`src/rtl/nmi_cfg_pkg.sv`:
```
package nmi_cfg_pkg;
  localparam int CTRL_W  = 8;
  localparam int ARM_BIT = 4;
  localparam int PORT_W  = 8;
  localparam int LVL_BIT = 5;

  typedef enum logic {
    LVL_LOW  = 1'b0,
    LVL_HIGH = 1'b1
  } pin_lvl_e;
endpackage

```
`src/rtl/nmi_pin_sync.sv`:
```
module nmi_pin_sync #(
  parameter int   STAGES  = 2,
  parameter logic RST_VAL = 1'b1
) (
  input  logic clk,
  input  logic rst_n,
  input  logic d_i,
  output logic q_o
);
  logic [STAGES-1:0] chain_q;

  genvar s;
  generate
    for (s = 0; s < STAGES; s++) begin : g_stage
      if (s == 0) begin : g_first
        always_ff @(posedge clk or negedge rst_n) begin
          if (!rst_n) chain_q[0] <= RST_VAL;
          else        chain_q[0] <= d_i;
        end
      end else begin : g_next
        always_ff @(posedge clk or negedge rst_n) begin
          if (!rst_n) chain_q[s] <= RST_VAL;
          else        chain_q[s] <= chain_q[s-1];
        end
      end
    end
  endgenerate

  assign q_o = chain_q[STAGES-1];
endmodule

```
`src/rtl/nmi_deglitch.sv`:
```
module nmi_deglitch
  import nmi_cfg_pkg::*;
#(
  parameter int CNT_W = 8
) (
  input  logic             clk,
  input  logic             rst_n,
  input  logic             lvl_i,
  input  logic [CNT_W-1:0] len_i,
  output logic             lvl_o,
  output logic             fall_o
);
  pin_lvl_e         stable_q;
  logic [CNT_W-1:0] run_q;
  logic             differ;
  logic             accept;

  always_comb begin
    differ = (lvl_i != stable_q);
    accept = differ && (run_q >= len_i);
    fall_o = accept && (lvl_i == LVL_LOW);
  end

  always_ff @(posedge clk or negedge rst_n) begin
    if (!rst_n) begin
      stable_q <= LVL_HIGH;
      run_q    <= '0;
    end else if (!differ) begin
      run_q    <= '0;
    end else if (accept) begin
      stable_q <= pin_lvl_e'(lvl_i);
      run_q    <= '0;
    end else begin
      run_q    <= run_q + 1'b1;
    end
  end

  assign lvl_o = stable_q;
endmodule

```
`src/rtl/nmi_arm_latch.sv`:
```
module nmi_arm_latch (
  input  logic clk,
  input  logic rst_n,
  input  logic set_i,
  output logic arm_o
);
  logic arm_q;

  always_ff @(posedge clk or negedge rst_n) begin
    if (!rst_n)     arm_q <= 1'b0;
    else if (set_i) arm_q <= 1'b1;
  end

  assign arm_o = arm_q;
endmodule

```
`src/rtl/nmi_pend.sv`:
```
module nmi_pend (
  input  logic clk,
  input  logic rst_n,
  input  logic arm_i,
  input  logic fall_i,
  input  logic ack_i,
  output logic req_o
);
  logic req_q;
  logic req_d;

  always_comb begin
    req_d = req_q;
    if (ack_i)          req_d = 1'b0;
    if (fall_i && arm_i) req_d = 1'b1;
  end

  always_ff @(posedge clk or negedge rst_n) begin
    if (!rst_n) req_q <= 1'b0;
    else        req_q <= req_d;
  end

  assign req_o = req_q;
endmodule

```
`src/rtl/nmi_sticky_gate.sv`:
```
module nmi_sticky_gate
  import nmi_cfg_pkg::*;
#(
  parameter int LEN_W       = 8,
  parameter int SYNC_STAGES = 2
) (
  input  logic              clk,
  input  logic              rst_n,
  input  logic              pin_i,
  input  logic [LEN_W-1:0]  filt_len_i,
  input  logic              ctrl_wr_i,
  input  logic [CTRL_W-1:0] ctrl_wdata_i,
  output logic [PORT_W-1:0] port_rd_o,
  output logic              nmi_en_o,
  output logic              nmi_req_o,
  input  logic              nmi_ack_i
);
  logic sync_lvl;
  logic filt_lvl;
  logic filt_fall;
  logic arm;
  logic arm_set;
  logic unused_bits;

  nmi_pin_sync #(
    .STAGES (SYNC_STAGES),
    .RST_VAL(1'b1)
  ) sync_i (
    .clk  (clk),
    .rst_n(rst_n),
    .d_i  (pin_i),
    .q_o  (sync_lvl)
  );

  nmi_deglitch #(
    .CNT_W(LEN_W)
  ) filt_i (
    .clk   (clk),
    .rst_n (rst_n),
    .lvl_i (sync_lvl),
    .len_i (filt_len_i),
    .lvl_o (filt_lvl),
    .fall_o(filt_fall)
  );

  assign arm_set = ctrl_wr_i && ctrl_wdata_i[ARM_BIT];

  nmi_arm_latch arm_i (
    .clk  (clk),
    .rst_n(rst_n),
    .set_i(arm_set),
    .arm_o(arm)
  );

  nmi_pend pend_i (
    .clk   (clk),
    .rst_n (rst_n),
    .arm_i (arm),
    .fall_i(filt_fall),
    .ack_i (nmi_ack_i),
    .req_o (nmi_req_o)
  );

  always_comb begin
    port_rd_o          = '0;
    port_rd_o[LVL_BIT] = sync_lvl;
  end

  assign nmi_en_o    = arm;
  assign unused_bits = ^{filt_lvl, ctrl_wdata_i};
endmodule

```
`config.mk`:
```
export PLATFORM = sky130hd
export DESIGN_NAME = nmi_sticky_gate
export DESIGN_NICKNAME = d
export VERILOG_FILES = /design/src/rtl/nmi_cfg_pkg.sv /design/src/rtl/nmi_pin_sync.sv /design/src/rtl/nmi_deglitch.sv /design/src/rtl/nmi_arm_latch.sv /design/src/rtl/nmi_pend.sv /design/src/rtl/nmi_sticky_gate.sv
export SDC_FILE = /design/constraint.sdc
export NUM_CORES = 1
export LEC_CHECK = 0
export BUFFER_PORTS_ARGS = -buffer_cell sky130_fd_sc_hd__buf_4
export CORE_UTILIZATION = 42
export CTS_BUF_LIST = sky130_fd_sc_hd__clkbuf_8 sky130_fd_sc_hd__clkbuf_16
export DETAILED_ROUTE_END_ITERATION = 10
export PLACE_DENSITY = 0.76
export SYNTH_ARGS = -nofsm -noshare
export SYNTH_HDL_FRONTEND = slang
export SYNTH_SLANG_ARGS = --single-unit
```
`constraint.sdc`:
```
create_clock -name clk -period 1.7 [get_ports clk]
set_input_delay 0.255 -clock clk [delete_from_list [all_inputs] [get_ports clk]]
set_output_delay 0.255 -clock clk [all_outputs]
set_load 0.05 [all_outputs]
```
# --- Word-level counts from Yosys, hierarchy flattened ---
# Index checks and enable logic that the tools add are counted.
totals:
  regBits: 13
  latch_bits: 0
  ram_bits: 0
  romBits: 0
  inputBits: 21
  output_inout_bits: 10
  wordCells: 20
  mem_count: 0
op_classes:
  addsub: 1
  mul: 0
  n_div: 0
  n_lt_le_gt_ge: 1
  eq_ne: 1
  n_shift: 0
  n_mux: 4
  bitwise_logic: 1
  n_reduce_logical: 6
ops:
  columns: ["op", "n"]
  rows:
  - ["two-way mux 8 bit", 2]
  - ["adder 8 x 1 -> 8 bit (second input constant)", 1]
  - [">= comparator 8 bit", 1]
  - ["logical AND 1 bit", 4]
  - ["two-way mux 1 bit", 2]
  - ["AND reduction 2 bit", 1]
  - ["nonzero test 2 bit", 1]
  - ["!= test 1 bit", 1]
  - ["NOT 1 bit", 1]

# --- Logic depth before layout (Yosys ltp) ---
depth:
  word_depth: 5
  ltp_mapped: 6
  mapped_depth_nobuf: 6

# --- Hierarchy ---
# From an unflattened synthesis, not the netlist that was laid out.
unflattened:
  cells_unflattened: 81
  area_unflattened_um2: 794.5
modules_own_cells:
  columns: ["module", "instances", "cells_each", "area_each_um2", "seq_area_each_um2"]
  rows:
  - ["nmi_deglitch", 1, 63, 599.3, 226.5]
  - ["nmi_sticky_gate", 1, 10, 70.1, 0.0]
  - ["nmi_pin_sync", 1, 2, 52.6, 52.6]
  - ["nmi_pend", 1, 4, 41.3, 25.0]
  - ["nmi_arm_latch", 1, 2, 31.3, 25.0]

# --- Least setup slack after synthesis ---
# Ideal clock, no wire load.
synth_timing:
  kind: "register to register"
  start: "register filt_i.run_q[0]"
  end: "register filt_i.stable_q (netlist: filt_i.lvl_o)"
  setup_time_ps: 82
  arrival_time_ps: 1739
  t_required_ps: 1618
  slack_ps: -121
  path_stages_with_launch: 7
  n_path_buf: 0
  period_less_slack_ps: 1821
  path_cell_list: "dfrtp_1 > inv_1 > ha_1 > nand2b_4 > a2111o_1 > a21oi_1 > mux2_2"
synth_via:
  elab_chain_len: 3
synth_rtl:
  columns: ["element", "line", "rtl"]
  rows:
  - ["start: declaration", "nmi_deglitch.sv:14", "logic [CNT_W-1:0] run_q;"]
  - ["start signal: assignment", "nmi_deglitch.sv:34", "run_q <= run_q + 1'b1;"]
  - [">= comparator 8 bit", "nmi_deglitch.sv:20", "accept = differ && (run_q >= len_i);"]
  - ["logical AND 1 bit", "nmi_deglitch.sv:20", null]
  - ["AND reduction 2 bit (no source line)", null, null]
  - ["end signal: assignment", "nmi_deglitch.sv:31", "stable_q <= pin_lvl_e'(lvl_i);"]
  - ["end: declaration", "nmi_deglitch.sv:13", "pin_lvl_e stable_q;"]
# Every way passes these cells.
# A chain may end at the register's enable or synchronous reset.

# --- Worst setup path after layout ---
layout_timing:
  start: "register filt_i.run_q[0]"
  end: "register filt_i.run_q[7]"
layout_via:
  elab_chain_len: 4
  word_cells_on_any_way: 5
  classes_between: "add/sub (1); order compare (1); mux (2); reduce/logical (1)"
layout_rtl:
  columns: ["element", "line", "rtl"]
  rows:
  - [">= comparator 8 bit", "nmi_deglitch.sv:20", null]
  - ["logical AND 1 bit", "nmi_deglitch.sv:20", null]
  - ["two-way mux 8 bit (*)", "nmi_deglitch.sv:30", "end else if (accept) begin"]
  - ["two-way mux 8 bit (*)", "nmi_deglitch.sv:28", "end else if (!differ) begin"]
# Every way passes the cells marked *; elsewhere a longest branch is shown, timed or not.

==> flow_summary.ini <==
[drt]
via_per_inst = 4.52
drtPass1Iterations = 4
vias = 583
routed_wirelength_um = 1410
initialDrtViolationCount = 3
wl_per_cell_um = 11.0
drtAntennaViolNets = 0
drc = 0

[sta]
grt_setup_unrepaired = true
fin_setup_tns_ps = -518
skew_ps = 5.39
fmax_mhz = 558
fin_ws_ps = -92.5
timing.final.crit_period_ps = 1790
hold_viol = 0
slew_viol_final = 0
finalCritPeriodShare_pct = 105
setup_viol = 10

[floorplanning]
io_pins = 31
std_cell_rows = 15
coreArea_um2 = 1730
die_w_um = 45.2
die_y_um = 45.2
initial_utilization_pct = 45.3
die_area_um2 = 2040

[worst_setup_path]
worst_ep_arrival_time_ps = 1960
required_ps = 1870
cp_slowest_cell = a2111o_1
start_kind = flop
cpPeakStageDelay_ps = 420
cp_cell_sequence = inv_1 > ha_1 > nand2b_4 > a2111o_1 > a211o_4 > nor2_1
r2r_setup_slack_ps = -90
cp-end-kind = flop
critical_path_class = reg -> reg
r2r-start = filt_i.run_q[0]
cp_max_fo = 8
timing.rr.end = filt_i.run_q[7]
ff2ff_path_depth = 6

[cts]
postCtsSetupRepairBufs = 0
root_buffer = clkbuf_8
clock_sinks = 13
htreeDepth = 1
clkTransAtPathRegs_ps = 60
cts_inserted_buffers = 3
cts_tree = yes
clk_path_buf_depth = 2
clk_latency_ps = 250

[placement]
post-place-ws_ps = -92.4
dp_hpwl_um = 1070
gp_routability_congestion = 0.792
port_buffers = 16
dp.cells = 124

[global_route]
grtUsageTotal_pct = 16.2
antenna_found_initial = 0
grt_overflow = 0
grt_pass1_wl_um = 2210
grt_max_degree = 14
grt_pass1_vias = 518

[finish]
mostFrequentLayoutCells = 22 x buf_4, 12 x inv_1, 10 x dfrtp_1
antennaDiodeCount = 0
nets = 135
drive_above_1_share_pct = 31.7
final_core_util_pct = 59.0
syn_to_final_growth_pct = 30.2
final_common_cell = buf_4
final_cells = 129
fill_cells = 149

[logic_synthesis]
synth_area_um2 = 782
ys_ff_latch = 13
synth_cell_types = 21
ys_seq_area_share_pct = 42.1
yosys_warnings = 0
syn_avg_cell_area_um2 = 9.90
syn_inst = 79

[min_path]
holdCritStartpoint = pin_i
hold_end = sync_i.chain_q[0]
hold_depth = 1
worstHoldPathType = in -> reg

[power_and_ir_drop]
p_leak_nw = 0.544
ir_drop_uv = 635
cellPowerDensity_nw_per_um2 = 990

[run_status]
failed_checks = negative setup slack
status = finished with violations

[job]
cap_violations = 0
-- cell families after synthesis --
kind of cell	count (synthesis)	share of synthesized area, %
AO/OA/AOI/OAI	10	8.64
adder cells (fa/ha/maj)	9	14.4
buffers and inverters	19	13.0
multiplexers	1	1.44
other	1	0.480
AND/OR/NAND/NOR	19	12.2
XOR/XNOR	7	7.84
flip-flops	13	42.1
-- metal layers --
| metal | global-route usage [%] | routed length (um) | share of wire [%] |
|---|---|---|---|
| met5 | 0 | 0 | 0 |
| met1 | 19.7 | 644 | 46 |
| met2 | 24.6 | 672 | 48 |
| met3 | 4.80 | 61 | 4.3 |
| met4 | 10.9 | 35 | 2.5 |
-- through the flow --
step	hold slack, ps	power, W	instance area [um^2]
2_1_floorplan	-40.6	0.000621	812
3_3_place_gp	105	0.000711	948
3_5_place_dp	112	0.000723	948
4_1_cts	112	0.00101	1010
5_1_grt	105	0.00107	1020
6_report	115	0.00101	1020
-- worst max-delay path by stage --
stage	depth (start not counted)	end	slack [ps]	startpoint
finish	6	filt_i.run_q[7]	-90	filt_i.run_q[0]
global route	6	filt_i.run_q[4]	-160	filt_i.run_q[0]
CTS	6	filt_i.run_q[7]	-100	filt_i.run_q[0]
detailed placement	6	filt_i.run_q[7]	-90	filt_len_i[0]
global placement	6	filt_i.lvl_o	-60	filt_len_i[0]
floorplan	6	filt_i.lvl_o	-60	filt_i.run_q[0]
-- what timing repair did --
action / CTS / global route
hold buffers: 1 / 0
endpoints found under the hold margin: 10 / 0
pin swaps: 1 / 1
setup endpoints to repair: 10 / 10
gates resized for setup: 1 / 1
-- flip-flops by register name, summed over array words and instances, names as in the netlist --
register,count
sync_i.q_o,1
sync_i.chain_q,1
pend_i.req_o,1
filt_i.lvl_o,1
filt_i.run_q,8
arm_i.arm_o,1
-- power breakdown --
group	switching [W]	internal, W
Sequential	0.0000276	0.000357
Clock	0.000115	0.000160
Combinational	0.000183	0.000166
-- area by class of cell --
cell class | instances | area (um^2) | area share [%]
Multi-Input combinational cell | 53 | 397 | 38.9
Sequential cell | 13 | 329 | 32.3
Timing Repair Buffer | 23 | 175 | 17.2
Clock buffer | 3 | 41.3 | 4.05
Inverter | 11 | 41.3 | 4.05
Tap cell | 25 | 31.3 | 3.07
Clock inverter | 1 | 3.75 | 0.369
-- Yosys cell counts --
cell,number,area share [%]
ha_1,9,14
o32ai_1,1,1.1
xnor2_1,2,2.2
nand3_1,5,3.2
dfrtp_1,10,32
xor2_1,5,5.6
nand4_1,1,0.80
and3_1,2,1.6
a21o_1,1,0.96
o21ai_0,2,1.3
a211o_2,1,1.3
buf_4,8,7.7
nand2b_4,1,1.8
inv_1,11,5.3
conb_1,1,0.48
a21oi_1,4,2.6
nor2_1,8,3.8
a2111o_1,1,1.4
dfstp_2,3,10
nand2_1,2,0.96
mux2_2,1,1.4
-- critical path: cells and delay by family (launching register included) --
kind,cells,cell delay (ps)
and+or+nand+nor,2,270
adders and majority gates,1,260
DFF,1,340
AOI/OAI and AO/OA,2,810
buffers and inverters,1,40
Power figures use the tool's default switching activity.
